## config.mk

```make
export PLATFORM = sky130hd
export DESIGN_NAME = pcc_cfg_bank
export DESIGN_NICKNAME = d
export VERILOG_FILES = /design/src/rtl/pcc_cfg_pkg.sv /design/src/rtl/pcc_attr_decode.sv /design/src/rtl/pcc_cfg_regs.sv /design/src/rtl/pcc_attr_rdmux.sv /design/src/rtl/pcc_cfg_bank.sv
export SDC_FILE = /design/constraint.sdc
export NUM_CORES = 1
export LEC_CHECK = 0
export ABC_AREA = 1
export BUFFER_PORTS_ARGS = -buffer_cell sky130_fd_sc_hd__buf_4
export CAP_MARGIN = 20
export CORE_ASPECT_RATIO = 2
export CORE_MARGIN = 2
export CORE_UTILIZATION = 44
export DETAILED_ROUTE_END_ITERATION = 10
export PLACE_DENSITY = 0.84
export REMOVE_ABC_BUFFERS = 1
export SETUP_SLACK_MARGIN = 0.4
export SLEW_MARGIN = 15
export SYNTH_ARGS = -nofsm -noshare
export SYNTH_HDL_FRONTEND = slang
export SYNTH_SLANG_ARGS = --single-unit
```

## constraint.sdc

```tcl
create_clock -name clk_i -period 4.65 [get_ports clk_i]
set_input_delay 0.465 -clock clk_i [delete_from_list [all_inputs] [get_ports clk_i]]
set_output_delay 0.465 -clock clk_i [all_outputs]
set_load 0.05 [all_outputs]
```

## src/rtl/pcc_cfg_pkg.sv

```systemverilog
package pcc_cfg_pkg;
  typedef enum logic [2:0] {
    SEL_NONE, SEL_CIS, SEL_OPT, SEL_STAT, SEL_PINS, SEL_SOCK
  } attr_sel_e;

  localparam int OFF_OPT  = 0;
  localparam int OFF_STAT = 2;
  localparam int OFF_PINS = 4;
  localparam int OFF_SOCK = 6;

  localparam logic [7:0] OPT_WR_MASK  = 8'hCF;
  localparam logic [7:0] STAT_KEEP    = 8'h82;
  localparam logic [7:0] STAT_WR_MASK = 8'h74;
  localparam logic [7:0] PIN_KEEP     = 8'h20;
  localparam logic [7:0] PIN_WR_MASK  = 8'h02;
  localparam logic [7:0] PIN_FIXED    = 8'h0C;

  localparam int OPT_SRST_BIT = 7;
  localparam int STAT_INT_BIT = 1;
  localparam int STAT_PD_BIT  = 2;
  localparam int PIN_RDY_BIT  = 5;
endpackage

```

## src/rtl/pcc_attr_decode.sv

```systemverilog
module pcc_attr_decode
  import pcc_cfg_pkg::*;
#(
  parameter int AW = 10,
  parameter logic [AW-1:0] BASE = 10'h200,
  parameter int CIS_LEN = 16
) (
  input  logic [AW-1:0] addr_i,
  output attr_sel_e     sel_o
);
  localparam logic [AW:0] CIS_LIM = (AW+1)'(CIS_LEN);

  logic [AW-1:0] off;

  always_comb begin
    off   = addr_i - BASE;
    sel_o = SEL_NONE;
    if (addr_i < BASE) begin
      if ({1'b0, addr_i} < CIS_LIM) sel_o = SEL_CIS;
    end else begin
      unique case (off)
        AW'(OFF_OPT):  sel_o = SEL_OPT;
        AW'(OFF_STAT): sel_o = SEL_STAT;
        AW'(OFF_PINS): sel_o = SEL_PINS;
        AW'(OFF_SOCK): sel_o = SEL_SOCK;
        default:       sel_o = SEL_NONE;
      endcase
    end
  end
endmodule

```

## src/rtl/pcc_cfg_regs.sv

```systemverilog
module pcc_cfg_regs
  import pcc_cfg_pkg::*;
(
  input  logic       clk_i,
  input  logic       rst_ni,
  input  logic       we_i,
  input  attr_sel_e  sel_i,
  input  logic [7:0] wdata_i,
  input  logic       devctl_we_i,
  input  logic       devctl_nien_i,
  input  logic       devctl_srst_i,
  input  logic       drive_irq_i,
  output logic [7:0] opt_o,
  output logic [7:0] stat_o,
  output logic [7:0] pins_o,
  output logic       nien_o,
  output logic       drive_rst_o
);
  logic [7:0] opt_q, stat_q, pins_q;
  logic [7:0] opt_d, stat_d, pins_d;
  logic       nien_q, nien_d, rst_q, srst_req;

  always_comb begin
    srst_req = (we_i && sel_i == SEL_OPT && wdata_i[OPT_SRST_BIT]) ||
               (devctl_we_i && devctl_srst_i);
    opt_d  = opt_q;
    stat_d = stat_q;
    pins_d = pins_q;
    nien_d = devctl_we_i ? devctl_nien_i : nien_q;
    if (we_i) begin
      unique case (sel_i)
        SEL_OPT:  opt_d = wdata_i & OPT_WR_MASK;
        SEL_STAT: begin
          stat_d = (stat_q & STAT_KEEP) | (wdata_i & STAT_WR_MASK);
          if (stat_q[STAT_PD_BIT] != wdata_i[STAT_PD_BIT]) pins_d[PIN_RDY_BIT] = 1'b1;
        end
        SEL_PINS: pins_d = (pins_q & PIN_KEEP) | (wdata_i & PIN_WR_MASK);
        default: ;
      endcase
    end
    // drive level owns the interrupt bit, even against a status write
    stat_d[STAT_INT_BIT] = drive_irq_i;
  end

  always_ff @(posedge clk_i or negedge rst_ni) begin
    if (!rst_ni) begin
      opt_q  <= '0;
      stat_q <= '0;
      pins_q <= '0;
      nien_q <= 1'b0;
      rst_q  <= 1'b0;
    end else if (srst_req) begin
      opt_q  <= '0;
      stat_q <= '0;
      pins_q <= '0;
      nien_q <= 1'b0;
      rst_q  <= 1'b1;
    end else begin
      opt_q  <= opt_d;
      stat_q <= stat_d;
      pins_q <= pins_d;
      nien_q <= nien_d;
      rst_q  <= 1'b0;
    end
  end

  assign opt_o       = opt_q;
  assign stat_o      = stat_q;
  assign pins_o      = pins_q;
  assign nien_o      = nien_q;
  assign drive_rst_o = rst_q;
endmodule

```

## src/rtl/pcc_attr_rdmux.sv

```systemverilog
module pcc_attr_rdmux
  import pcc_cfg_pkg::*;
#(
  parameter int AW = 10,
  parameter int CIS_LEN = 16
) (
  input  logic [AW-1:0]        addr_i,
  input  attr_sel_e            sel_i,
  input  logic [CIS_LEN*8-1:0] cis_i,
  input  logic [7:0]           opt_i,
  input  logic [7:0]           stat_i,
  input  logic                 pin_rdy_i,
  input  logic                 nien_i,
  output logic [7:0]           rdata_o
);
  logic [7:0] cis_byte;

  always_comb begin
    cis_byte = '0;
    for (int i = 0; i < CIS_LEN; i++) begin
      if (addr_i == AW'(i)) cis_byte = cis_i[i*8 +: 8];
    end
  end

  always_comb begin
    unique case (sel_i)
      SEL_CIS:  rdata_o = cis_byte;
      SEL_OPT:  rdata_o = opt_i;
      SEL_STAT: begin
        rdata_o = stat_i;
        if (nien_i) rdata_o[STAT_INT_BIT] = 1'b0;
      end
      SEL_PINS: rdata_o = PIN_FIXED | (8'(pin_rdy_i) << PIN_RDY_BIT);
      default:  rdata_o = 8'h00;
    endcase
  end
endmodule

```

## src/rtl/pcc_cfg_bank.sv

```systemverilog
module pcc_cfg_bank
  import pcc_cfg_pkg::*;
#(
  parameter int AW = 10,
  parameter logic [AW-1:0] BASE = 10'h200,
  parameter int CIS_LEN = 16
) (
  input  logic                 clk_i,
  input  logic                 rst_ni,
  input  logic [AW-1:0]        attr_addr_i,
  input  logic [7:0]           attr_wdata_i,
  input  logic                 attr_we_i,
  output logic [7:0]           attr_rdata_o,
  input  logic [CIS_LEN*8-1:0] cis_rom_i,
  input  logic                 devctl_we_i,
  input  logic                 devctl_nien_i,
  input  logic                 devctl_srst_i,
  input  logic                 drive_irq_i,
  output logic                 slot_irq_o,
  output logic                 drive_rst_o
);
  attr_sel_e  sel_w;
  logic [7:0] opt_w, stat_w, pins_w;
  logic       nien_w;

  pcc_attr_decode #(.AW(AW), .BASE(BASE), .CIS_LEN(CIS_LEN)) u_dec (
    .addr_i (attr_addr_i),
    .sel_o  (sel_w)
  );

  pcc_cfg_regs u_regs (
    .clk_i         (clk_i),
    .rst_ni        (rst_ni),
    .we_i          (attr_we_i),
    .sel_i         (sel_w),
    .wdata_i       (attr_wdata_i),
    .devctl_we_i   (devctl_we_i),
    .devctl_nien_i (devctl_nien_i),
    .devctl_srst_i (devctl_srst_i),
    .drive_irq_i   (drive_irq_i),
    .opt_o         (opt_w),
    .stat_o        (stat_w),
    .pins_o        (pins_w),
    .nien_o        (nien_w),
    .drive_rst_o   (drive_rst_o)
  );

  pcc_attr_rdmux #(.AW(AW), .CIS_LEN(CIS_LEN)) u_rd (
    .addr_i    (attr_addr_i),
    .sel_i     (sel_w),
    .cis_i     (cis_rom_i),
    .opt_i     (opt_w),
    .stat_i    (stat_w),
    .pin_rdy_i (pins_w[PIN_RDY_BIT]),
    .nien_i    (nien_w),
    .rdata_o   (attr_rdata_o)
  );

  // inverted sense: a pending drive request holds the slot line low;
  // the stored soft-reset control bit never survives, so only nien gates here
  assign slot_irq_o = !stat_w[STAT_INT_BIT] && !nien_w && !opt_w[OPT_SRST_BIT];
endmodule

```

=== Word-level counts from Yosys, hierarchy flattened ===
Cells that the tools add are included.
Widths: inputs -> output; s select.

* Register bits: 19
* Input bits: 153
* Output and inout bits: 10
* Word-level logic and storage cells: 89

* Add/subtract/negate cells: 1
* $lt $le $gt $ge: 2
* Equal/unequal tests: 24
* Multiplexer cells: 35
* Bitwise gates (word level): 2
* Reductions and logical operators: 19

{| class="wikitable"
|+ Operators with widths
! kind !! count
|-
| $mux 8 || 22
|-
| $eq 10x4->1 const B || 8
|-
| $eq 10x3->1 const B || 6
|-
| $pmux 8 s4 || 1
|-
| $eq 10x2->1 const B || 3
|-
| $logic_not 10->1 || 2
|-
| $mux 6 || 2
|-
| $pmux 3 s4 || 1
|-
| $eq 10x1->1 const B || 1
|-
| $lt 10x10->1 const B || 1
|-
| $lt 10x5->1 const B || 1
|-
| $sub 10x10->10 const B || 1
|-
| $or 8x7->8 || 1
|-
| $reduce_bool 2->1 || 4
|-
| $eq 3x2->1 const B || 2
|-
| $mux 1 || 6
|-
| $or 6x2->6 || 1
|-
| $logic_and 1x1->1 || 5
|-
| $mux 5 || 1
|-
| $reduce_and 2->1 || 2
|-
| $eq 3x1->1 const B || 1
|-
| $eq 3x3->1 const B || 1
|-
| $logic_not 1->1 || 3
|-
| $mux 3 || 1
|-
| other kinds (6) || 6
|}

=== Logic depth before layout (Yosys ltp) ===
Gate-level depths: netlist of run 1.

* Depth after elaboration: 18
* Depth in mapped cells: 16
* Gate-level depth less buffers: 16

=== By module ===
Synthesis of run 1 repeated with hierarchy kept, for this count alone.

* Cells, all modules: 473
* Area, all modules: 2,607.5 sq um

{| class="wikitable"
|+ By module, submodules not included
! module !! instances !! cells an instance !! area an instance (sq um) !! seq. area each (sq um)
|-
| pcc_attr_rdmux || 1 || 359 || 1,706.6 || 0.0
|-
| pcc_cfg_regs || 1 || 90 || 792.0 || 375.4
|-
| pcc_attr_decode || 1 || 20 || 91.3 || 0.0
|-
| pcc_cfg_bank || 1 || 4 || 17.5 || 0.0
|}

=== Least setup slack after synthesis of run 1 ===
Ideal clock, no wire load.

* Path type: input to output
* Start point: input attr_addr_i[9]
* End point: output attr_rdata_o[4]
* Data arrival time: 2.100 ns
* Required time: 4.185 ns
* Path slack: 2.085 ns
* Stages: 15
* Buffers on the path: 0
* Cell sequence: nor2_2 inv_2 nor2_8 inv_2 nor2_2 inv_2 nor2_2 nand2_1 nand4_1 nor2_1 nand3_1 nor2_1 nand3_1 nand2_1 nand2_1

* Word-level cells in the longest chain between the ends: 18
* Elaborated cells on any way between the ends: 47
* Classes of those cells: 1 x add/sub; 2 x order compare; 22 x eq/ne; 20 x mux; 2 x reduce/logical

{| class="wikitable"
|+ RTL lines
! what !! RTL line !! RTL
|-
| from (decl) || pcc_cfg_bank.sv:10 || <nowiki>input logic [AW-1:0] attr_addr_i,</nowiki>
|-
| $logic_not 10->1 || pcc_attr_rdmux.sv:21 || <nowiki>if (addr_i == AW'(i)) cis_byte = cis_i[i*8 +: 8];</nowiki>
|-
| $mux 8 (16 in a row) || pcc_attr_rdmux.sv:21 ||
|-
| $pmux 8 s4 * || pcc_attr_rdmux.sv:26 || <nowiki>unique case (sel_i)</nowiki>
|-
| to (decl) || pcc_cfg_bank.sv:13 || <nowiki>output logic [7:0] attr_rdata_o,</nowiki>
|}

Mark *: on every way between the ends. The rest lies on a longest branch, timed or not.

=== Worst setup path in the final report of run 1 ===
Ends and elaborated chain as after synthesis.

==> results of run 1 <==
[Yosys cell counts, drive strengths merged]
library cell,number,share of area [%]
a21boi,1,0.87
nand2,110,20
and2,1,0.29
a21oi,14,3.9
inv,71,12
nor4,1,0.29
mux2i,1,0.46
clkinv,2,0.35
clkbuf,1,0.17
o22ai,1,0.29
and3,1,0.29
o32ai,1,0.41
nand3,42,9.7
dfrtp,14,16
a31oi,1,0.29
or2,5,1.4
nor2,77,17
nor3b,2,0.70
buf,3,0.93
nand4,29,8.4
o21ai,12,2.8
nor3,10,2.6
xor2,1,0.41
[report_power, final]
| part | switching (mW) | total [mW] | internal (mW) |
|---|---|---|---|
| Sequential | 0.00654 | 0.142 | 0.136 |
| Clock | 0.0479 | 0.123 | 0.0754 |
| Combinational | 0.0772 | 0.177 | 0.0995 |
[worst paths after layout]
path	cells after the start	endpoint	slack (ps)	from
max	18	attr_rdata_o[4]	1630	attr_addr_i[9]
min	1	u_regs.pins_o[5]$_DFFE_PN0P_	50	rst_ni
max reg2reg	3	u_regs.pins_o[5]$_DFFE_PN0P_	3710	u_regs.stat_o[2]$_DFFE_PN0P_
min reg2reg	2	u_regs.opt_o[0]$_DFFE_PN0P_	480	u_regs.opt_o[0]$_DFFE_PN0P_
max in group asynchronous	1	u_regs.opt_o[3]$_DFFE_PN0P_	4430	rst_ni
min in group clk_i	3	u_regs.opt_o[0]$_DFFE_PN0P_	430	attr_wdata_i[0]
[worst reg2reg max path: cells and delay by family (launching register included)]
kind	cells	cell delay [ps]
and+or+nand+nor	1	100
xor gates and xnor gates	1	200
DFF	1	400
AOI/OAI and AO/OA	1	160
[registers in the layout, summed over array words and instances, names as in the netlist]
signal,count
u_regs.opt_o,6
u_regs.nien_o,1
u_regs.drive_rst_o,1
u_regs.stat_o,5
u_regs.pins_o,1
[metrics by stage]
step                      worst slack [ps]  cells  hold slack [ps]  power (mW)  area, um2
after floorplan                       1791    397            169.4      0.1942       2135
after global placement                1684    618            322.2      0.3176       3437
after detailed placement              1646    618            325.4      0.3190       3437
after CTS                             1642    622            47.27      0.4435       3492
after global routing                  1381    622            55.61      0.4634       3492
final                                 1631    622            47.41      0.4420       3492
[cell type report]
type / count / area, um2
Sequential cell: 14 / 350.3
Fill cell: 464 / 1328
Multi-Input combinational cell: 310 / 1508
Inverter: 73 / 276.5
Tap cell: 57 / 71.32
Timing Repair Buffer: 164 / 1231
Clock buffer: 4 / 55.05
[routing by layer]
metal,up-vias,GRT usage [%]
li1,1611,-
met5,-,0
met4,0,19.53
met2,164,64.10
met1,1379,30.17
met3,33,5.507
[kinds of logic after synthesis]
kind of cell | count (synthesis) | share of synthesized area, %
xor gates and xnor gates | 1 | 0.4059
buffers and inverters | 77 | 13.91
DFF | 14 | 16.23
and+or+nand+nor | 278 | 60.41
AOI/OAI and AO/OA | 30 | 8.581
muxes | 1 | 0.4638
==> results_dict.tcl, run 1 <==
set metrics [dict create \
    layout-drive-gt1-share_pct 36.11 \
    die_area_um2 5516 \
    numPortBuffers 162 \
    fmax_mhz 331.2 \
    maximum_buffer_depth_of_the_clock_tree 2 \
    final-max-slew-violation-count 0 \
    crit_path_max_incr_delay_ps 260 \
    final_cell_mix "buf_4 (164), nand2_1 (108), nor2_1 (64), inv_1 (59), nand3_1 (42)" \
    clock_tree_sinks 14 \
    worst_skew_pair.late_latency_ps 260 \
    period_needed_ps 3019 \
    crit_chain "buf_4, nor2_2, buf_4, inv_2, nor2_8, inv_2, nor2_2, inv_2, nor2_2, nand2_1, nand4_1, nor2_1, nand3_1, nor2_1, nand3_1, nand2_1, nand2_1, buf_4" \
    drt_wl_total_mm 8.865 \
    path_class "input pin to output pin" \
    top_layer "met4" \
    finalNetCount 719 \
    number_of_global_route_vias_before_repair 3114 \
    commonest_non_fill_non_tap_cell_in_the_layout "buf_4" \
    wl_met2_mm 5.001 \
    drt_iter0_markers 80 \
    worst-slew-pin-transition_ps 570.5 \
    fp-row-count 36 \
    postSynthAreaPerCell_um2 5.382 \
    path_delay_family "simple AND/OR/NAND/NOR gates" \
    max-vdd-ir-drop_uv 193.3 \
    tritoncts.num_buffers 3 \
    cts_tree "yes" \
    routedLengthMet1_mm 2.783 \
    worstSetupEndpointType "output pin" \
    ys_warn_count 0 \
    timing.max_cap.violations 0 \
    synth.distinct_cells 35 \
    power_density_over_the_cells_nw_per_um2 126.6 \
    p_leak_nw 1.909 \
    grt_setup_unrepaired "no" \
    antenna_violations_before_repair 0 \
    crit_path_top_delay_cell "nor2_8" \
    netlist_area_um2 2158 \
    gp_congestion 0.9333 \
    clk_transition_reported_paths_ps 60 \
    fin_tns_setup_ps 0 \
    post_cts_resize_count 0 \
    grt_start_max_net_pins 19 \
    yosys_register_bits 14 \
    routed_wire_per_std_cell_um 14.25 \
    antenna_cells 0 \
    pin_count 163 \
    wire_length_of_the_first_global_routing_pass_mm 13.49 \
    num_vias 3187 \
    hold_viol_final 0 \
    synth-seq-area-share_pct 16.23 \
    period_share_pct 64.92 \
    avgViaCountPerCell 5.124 \
    dieWidth_um 53.53 \
    layout-area-overhead-vs-synth_pct 61.80 \
    postCtsSetupBuffers 0 \
    cp-start-kind "input pin" \
    ctsHtreeMaxLevel 1 \
    floorplan.initialDensity_pct 44.78 \
    die_h_um 103.1 \
    grtUsageTotal_pct 33.18 \
    outcome "completed" \
    postRouteAntennaNets 0 \
    placeableCoreArea_um2 4820 \
    cp.buffers_inverters 6 \
    cp_data_required_time_ps 4180 \
    cp.arrival_ps 2550 \
    detailed_place_hpwl_mm 7.599 \
    drtPass1Iterations 5 \
    min-delay-path-class "input pin to async pin" \
    met3_wirelength_um 646 \
    gr-total-overflow 0 \
    cts_root_buf "clkbuf_8" \
    detail_route.drc_violations 0 \
    cts_hold_buf 0 \
    timing.max_slew.rel_slack_pct 61.61 \
    setup_violations 0 \
    post_synth_inst_count 401 \
    fin_util_pct 72.46 \
    critPathMaxFanout 18 \
    worst_clock_skew_ps 1.252 \
]
(Power assumes the default switching activity.)
==> run 2, diff against run 1 <==
--- a/config.mk
+++ b/config.mk
@@ -10,9 +10,9 @@
 export CAP_MARGIN = 20
 export CORE_ASPECT_RATIO = 2
 export CORE_MARGIN = 2
-export CORE_UTILIZATION = 44
+export CORE_UTILIZATION = 41
 export DETAILED_ROUTE_END_ITERATION = 10
-export PLACE_DENSITY = 0.84
+export PLACE_DENSITY = 0.79
 export REMOVE_ABC_BUFFERS = 1
 export SETUP_SLACK_MARGIN = 0.4
 export SLEW_MARGIN = 15
==> constraint.sdc (replaced) <==
create_clock -name clk_i -period 2.9 [get_ports clk_i]
set_input_delay 0.29 -clock clk_i [delete_from_list [all_inputs] [get_ports clk_i]]
set_output_delay 0.29 -clock clk_i [all_outputs]
set_load 0.05 [all_outputs]
==> results_dict.tcl, run 2 (synthesis results as in run 1) <==
set metrics [dict create \
    detailed_place_hpwl_mm 7.915 \
    die_h_um 106.6 \
    outcome "completed" \
    layout-area-overhead-vs-synth_pct 72.46 \
    dp_cells 622 \
    share_of_total_power_in_sequential_cells_pct 31.5 \
    cp.arrival_ps 2100 \
    top_usage_layer "met2" \
    layout-drive-gt1-share_pct 40.82 \
    cp-start-kind "input pin" \
    p_leak_nw 2.005 \
    postRouteAntennaNets 0 \
    r2r_setup_slack_ps 1990 \
    detail_route.drc_violations 0 \
    floorplan.initialDensity_pct 42.38 \
    met1_routing_resource_usage_after_global_routing_pct 26.99 \
    ctsHtreeMaxLevel 1 \
    power_frac_clock_pct 27.6 \
    fin_tns_setup_ps 0 \
    hold_viol_final 0 \
    cp.buffers_inverters 5 \
    placeableCoreArea_um2 5092 \
    clk_transition_reported_paths_ps 60 \
    wire_length_of_the_first_global_routing_pass_mm 14.55 \
    cts_root_buf "clkbuf_8" \
    timing.max_cap.violations 0 \
    grtUsageTotal_pct 30.64 \
    cts_tree "yes" \
    crit_path_max_incr_delay_ps 240 \
    p_int_uw 504.0 \
    critPathMaxFanout 13 \
    final_cell_mix "buf_4 (177), nand2_1 (106), inv_1 (58), nor2_1 (54), nand3_1 (40)" \
    grt_util_met3_pct 3.498 \
    dpl_worst_slack_ps 327.8 \
    drt_wl_total_mm 9.619 \
    crit_path_top_delay_cell "a21oi_1" \
    dieWidth_um 55.31 \
    maximum_buffer_depth_of_the_clock_tree 2 \
    worstSetupEndpointType "output pin" \
    antenna_violations_before_repair 0 \
    power.switching_fraction_pct 30.37 \
    worst-slew-pin-transition_ps 547.8 \
    drt_iter0_markers 178 \
    numPortBuffers 162 \
    largest_register_ff_count 6 \
    gr-total-overflow 0 \
    cp_data_required_time_ps 2610 \
    finalNetCount 737 \
    netSwitchingPower_uw 219.9 \
    fp-row-count 37 \
    number_of_global_route_vias_before_repair 3319 \
    worst_clock_skew_ps 0.4966 \
    grt_start_max_net_pins 17 \
    power_density_over_the_cells_nw_per_um2 194.5 \
    tritoncts.num_buffers 3 \
    drtPass1Iterations 5 \
    setup_violations 0 \
    die_area_um2 5896 \
    power.combinational.fraction_pct 40.9 \
    period_share_pct 82.28 \
    grt_setup_unrepaired "yes" \
    path_class "input pin to output pin" \
    finalNonFillerCells 641 \
    path_delay_family "buffers and inverters" \
    fmax_mhz 419.1 \
    period_needed_ps 2386 \
    num_vias 3329 \
    fin_util_pct 73.10 \
    avgViaCountPerCell 5.193 \
    worst_skew_pair.late_latency_ps 260 \
    worst_hold_slack_ps 252.3 \
    clock_tree_sinks 14 \
    min-delay-path-class "input pin to flip-flop" \
    pin_count 163 \
    timing.final.ws_setup_ps 513.9 \
    antenna_cells 0 \
    crit_chain "buf_4, nor2_4, nand2_4, nor2_8, buf_4, a31oi_1, inv_1, nor2_4, inv_1, o21ai_0, a21oi_1, nand2_1, buf_6" \
    final-max-slew-violation-count 0 \
    commonest_non_fill_non_tap_cell_in_the_layout "buf_4" \
    timing.max_slew.rel_slack_pct 63.15 \
    max-vdd-ir-drop_uv 282.2 \
    gp_congestion 0.9229 \
    gr-usage-met2_pct 65.05 \
    routed_wire_per_std_cell_um 15.01 \
]
[run 2: changes by cell type in the layout (fill, tap and decap cells not counted), moves of 2 or more]
cell / previous run / this run
buf_4: 164 / 177
nor2_1: 64 / 54
nor2_4: 3 / 9
nor2_2: 8 / 12
nand2_2: 0 / 3
nand2_1: 108 / 106
nand3_1: 42 / 40
nand3_2: 0 / 2
[run 2: final timing paths]
path	start	depth (start not counted)	end
max in group asynchronous	rst_ni	2	u_regs.drive_rst_o$_DFF_PN0_
max	attr_addr_i[6]	13	attr_rdata_o[2]
min	attr_wdata_i[0]	3	u_regs.opt_o[0]$_DFFE_PN0P_
min in group asynchronous	rst_ni	2	u_regs.opt_o[3]$_DFFE_PN0P_
max reg2reg	u_regs.stat_o[2]$_DFFE_PN0P_	3	u_regs.pins_o[5]$_DFFE_PN0P_
min reg2reg	u_regs.opt_o[0]$_DFFE_PN0P_	2	u_regs.opt_o[0]$_DFFE_PN0P_
[run 2: power groups by stage]
stage / clock, mW / sequential, mW / combinational (mW)
finish: 0.200 / 0.228 / 0.296
detailed placement: 0 / 0.231 / 0.279
global placement: 0 / 0.230 / 0.277
global route: 0.206 / 0.230 / 0.319
floorplan: 0 / 0.231 / 0.0808
CTS: 0.202 / 0.228 / 0.282
[run 2: final cells by class]
class,count,area (um2)
repair buffers,180,1370
flip-flops and latches,14,350.3
repair inverters,1,5.005
well taps,58,72.57
fillers,476,1370
clock buffers,4,55.05
multi-input cells,311,1589
inverters,73,280.3
[run 2: worst min-delay path, cell delays in order]
cell,delay (ps)
buf_4,80
nand3_1,60
nand2_1,50
[run 2: metrics by stage]
stage,instance area [um2],power [mW]
finish,3722,0.7239
global route,3722,0.7548
CTS,3546,0.7118
detailed placement,3461,0.5099
global placement,3461,0.5069
floorplan,2135,0.3114
[run 2: what timing repair did]
item | in CTS | in global routing
hold buffers | 1 | 0
setup endpoints to repair | 5 | 8
resized for setup | 1 | 24
pin swaps | 1 | 4
cloned | 0 | 2
endpoints found under the hold margin | 14 | 0
setup buffers | 2 | 10
[run 2: routing by layer]
metal  up-vias  wire length [um]
met2       159              5657
met1      1487              3068
met4         0               342
met5         -                 0
met3        34               551
li1       1649                 -
==> run 3, diff against run 2 <==
==> constraint.sdc (replaced) <==
create_clock -name clk_i -period 2.4 [get_ports clk_i]
set_input_delay 0.24 -clock clk_i [delete_from_list [all_inputs] [get_ports clk_i]]
set_output_delay 0.24 -clock clk_i [all_outputs]
set_load 0.05 [all_outputs]
==> results_dict.tcl, run 3 (synthesis results as in run 1) <==
set metrics [dict create \
    period_needed_ps 2206 \
    timing.rr.start "u_regs.stat_o[2]$_DFFE_PN0P_" \
    worst_clock_skew_ps 4.409 \
    dpl_worst_slack_ps 62.98 \
    maximum_buffer_depth_of_the_clock_tree 2 \
    postRouteAntennaNets 0 \
    die_area_um2 5896 \
    cts_tree "yes" \
    total_power_uw 899.2 \
    outcome "completed" \
    num_vias 3467 \
    worst_hold_slack_ps 203.6 \
    p_leak_nw 2.143 \
    die_h_um 106.6 \
    dieWidth_um 55.31 \
    cts_root_buf "clkbuf_8" \
    grt_setup_unrepaired "yes" \
    wire_length_of_the_first_global_routing_pass_mm 15.62 \
    tritoncts.num_buffers 3 \
    fp-row-count 37 \
    hold_path_depth 3 \
    gr-total-overflow 0 \
    critical_path.reg2reg.endpoint "u_regs.pins_o[5]$_DFFE_PN0P_" \
    ctsHtreeMaxLevel 1 \
    final_cell_mix "buf_4 (177), nand2_1 (104), inv_1 (52), nor2_1 (49)" \
    drt_wl_total_mm 10.35 \
    layout-drive-gt1-share_pct 46.99 \
    grtUsageTotal_pct 33.31 \
    final-max-slew-violation-count 0 \
    fin_util_pct 80.17 \
    timing.max_slew.rel_slack_pct 63.01 \
    clk_transition_reported_paths_ps 60 \
    period_share_pct 91.93 \
    path_class "input pin to output pin" \
    floorplan.initialDensity_pct 42.38 \
    avgViaCountPerCell 5.285 \
    worst-slew-pin-transition_ps 549.7 \
    fmax_mhz 453.3 \
    gp_congestion 0.9698 \
    numPortBuffers 162 \
    largest_register_ff_count 6 \
    antenna_cells 0 \
    drt_iter0_markers 210 \
    critPathMaxFanout 4 \
    hold_viol_final 0 \
    detailed_place_hpwl_mm 8.232 \
    cp_data_required_time_ps 2160 \
    routed_wire_per_std_cell_um 15.77 \
    timing.max_cap.violations 0 \
    commonest_non_fill_non_tap_cell_in_the_layout "buf_4" \
    max-vdd-ir-drop_uv 457.2 \
    grt_start_max_net_pins 17 \
    min-delay-path-class "input pin to flip-flop" \
    placed_cell_area_um2 3528 \
    layout-area-overhead-vs-synth_pct 89.16 \
    worstSetupEndpointType "output pin" \
    finish.instance_area_um2 4083 \
    antenna_violations_before_repair 0 \
    worst_skew_pair.late_latency_ps 260 \
    setup_violations 0 \
    clock_tree_sinks 14 \
    number_of_global_route_vias_before_repair 3531 \
    cp.arrival_ps 1970 \
    finalNetCount 752 \
    min_from "attr_wdata_i[4]" \
    placeableCoreArea_um2 5092 \
    pin_count 163 \
    reg2reg_depth 3 \
    timing.final.ws_setup_ps 193.8 \
    power_density_over_the_cells_nw_per_um2 220.3 \
    detail_route.drc_violations 0 \
    drtPass1Iterations 4 \
    r2r_setup_slack_ps 1390 \
    cp-start-kind "input pin" \
    min_delay_worst_endpoint "u_regs.stat_o[4]$_DFFE_PN0P_" \
]
run 3: cell count changes in the layout (fill, tap and decap cells not counted), sizes merged:
cell,before,now
buf,179,195
clkinvlp,2,1
clkinv,1,0
inv,71,72
nand2,111,110
clkbuf,4,5
run 3: what timing repair did:
item,in CTS,in global routing
buffers inserted,8,11
pin swaps,12,36
gates cloned,0,1
hold buffers,1,0
gates resized for setup,40,46
setup endpoints to repair,8,8
hold endpoints to repair,14,0
run 3: metal layers:
layer | part of all wire (%) | vias up | track usage, %
li1 | - | 1682 | -
met3 | 5.5 | 51 | 3.981
met4 | 6.2 | 0 | 21.08
met1 | 30 | 1558 | 28.42
met2 | 58 | 176 | 68.45
met5 | 0 | - | 0
run 3: critical path: stages:
cell and delay, ps:
buf_4 140, nor2_4 150, inv_1 130, nor2_4 160, nand3_2 110, o21ai_0 90
inv_1 50, nand2_1 70, nand4_1 70, nor2_1 130, nand3_1 90, nor2_1 130
nand3_1 90, nand2_1 80, nand2_2 80, buf_8 150
run 3: power by group:
| part | internal (mW) | switching, mW | total, mW |
|---|---|---|---|
| logic | 0.213 | 0.169 | 0.382 |
| clock network | 0.146 | 0.0947 | 0.241 |
| registers | 0.262 | 0.0140 | 0.276 |
run 3: per-stage QoR:
step	std cells	TNS, ps
after CTS	644	0
after floorplan	397	-9.048
after global placement	631	0
after detailed placement	631	0
after global routing	656	0
final	656	0
run 3: area by class of cell:
class	count	area [um2]
Tap cell	58	72.57
Sequential cell	14	350.3
Multi-Input combinational cell	310	1729
Clock buffer	4	55.05
Timing Repair Buffer	197	1583
Inverter	73	292.8
Fill cell	419	1010
run 3: worst max path at each step:
stage                        start         endpoint  slack (ps)  cells after the start
floorplan           attr_addr_i[3]  attr_rdata_o[1]          -9                     11
global placement    attr_addr_i[6]  attr_rdata_o[7]         110                     16
detailed placement  attr_addr_i[6]  attr_rdata_o[7]          60                     16
CTS                 attr_addr_i[5]  attr_rdata_o[0]         260                     16
global route        attr_addr_i[7]  attr_rdata_o[4]          30                     16
finish              attr_addr_i[0]  attr_rdata_o[4]         190                     16
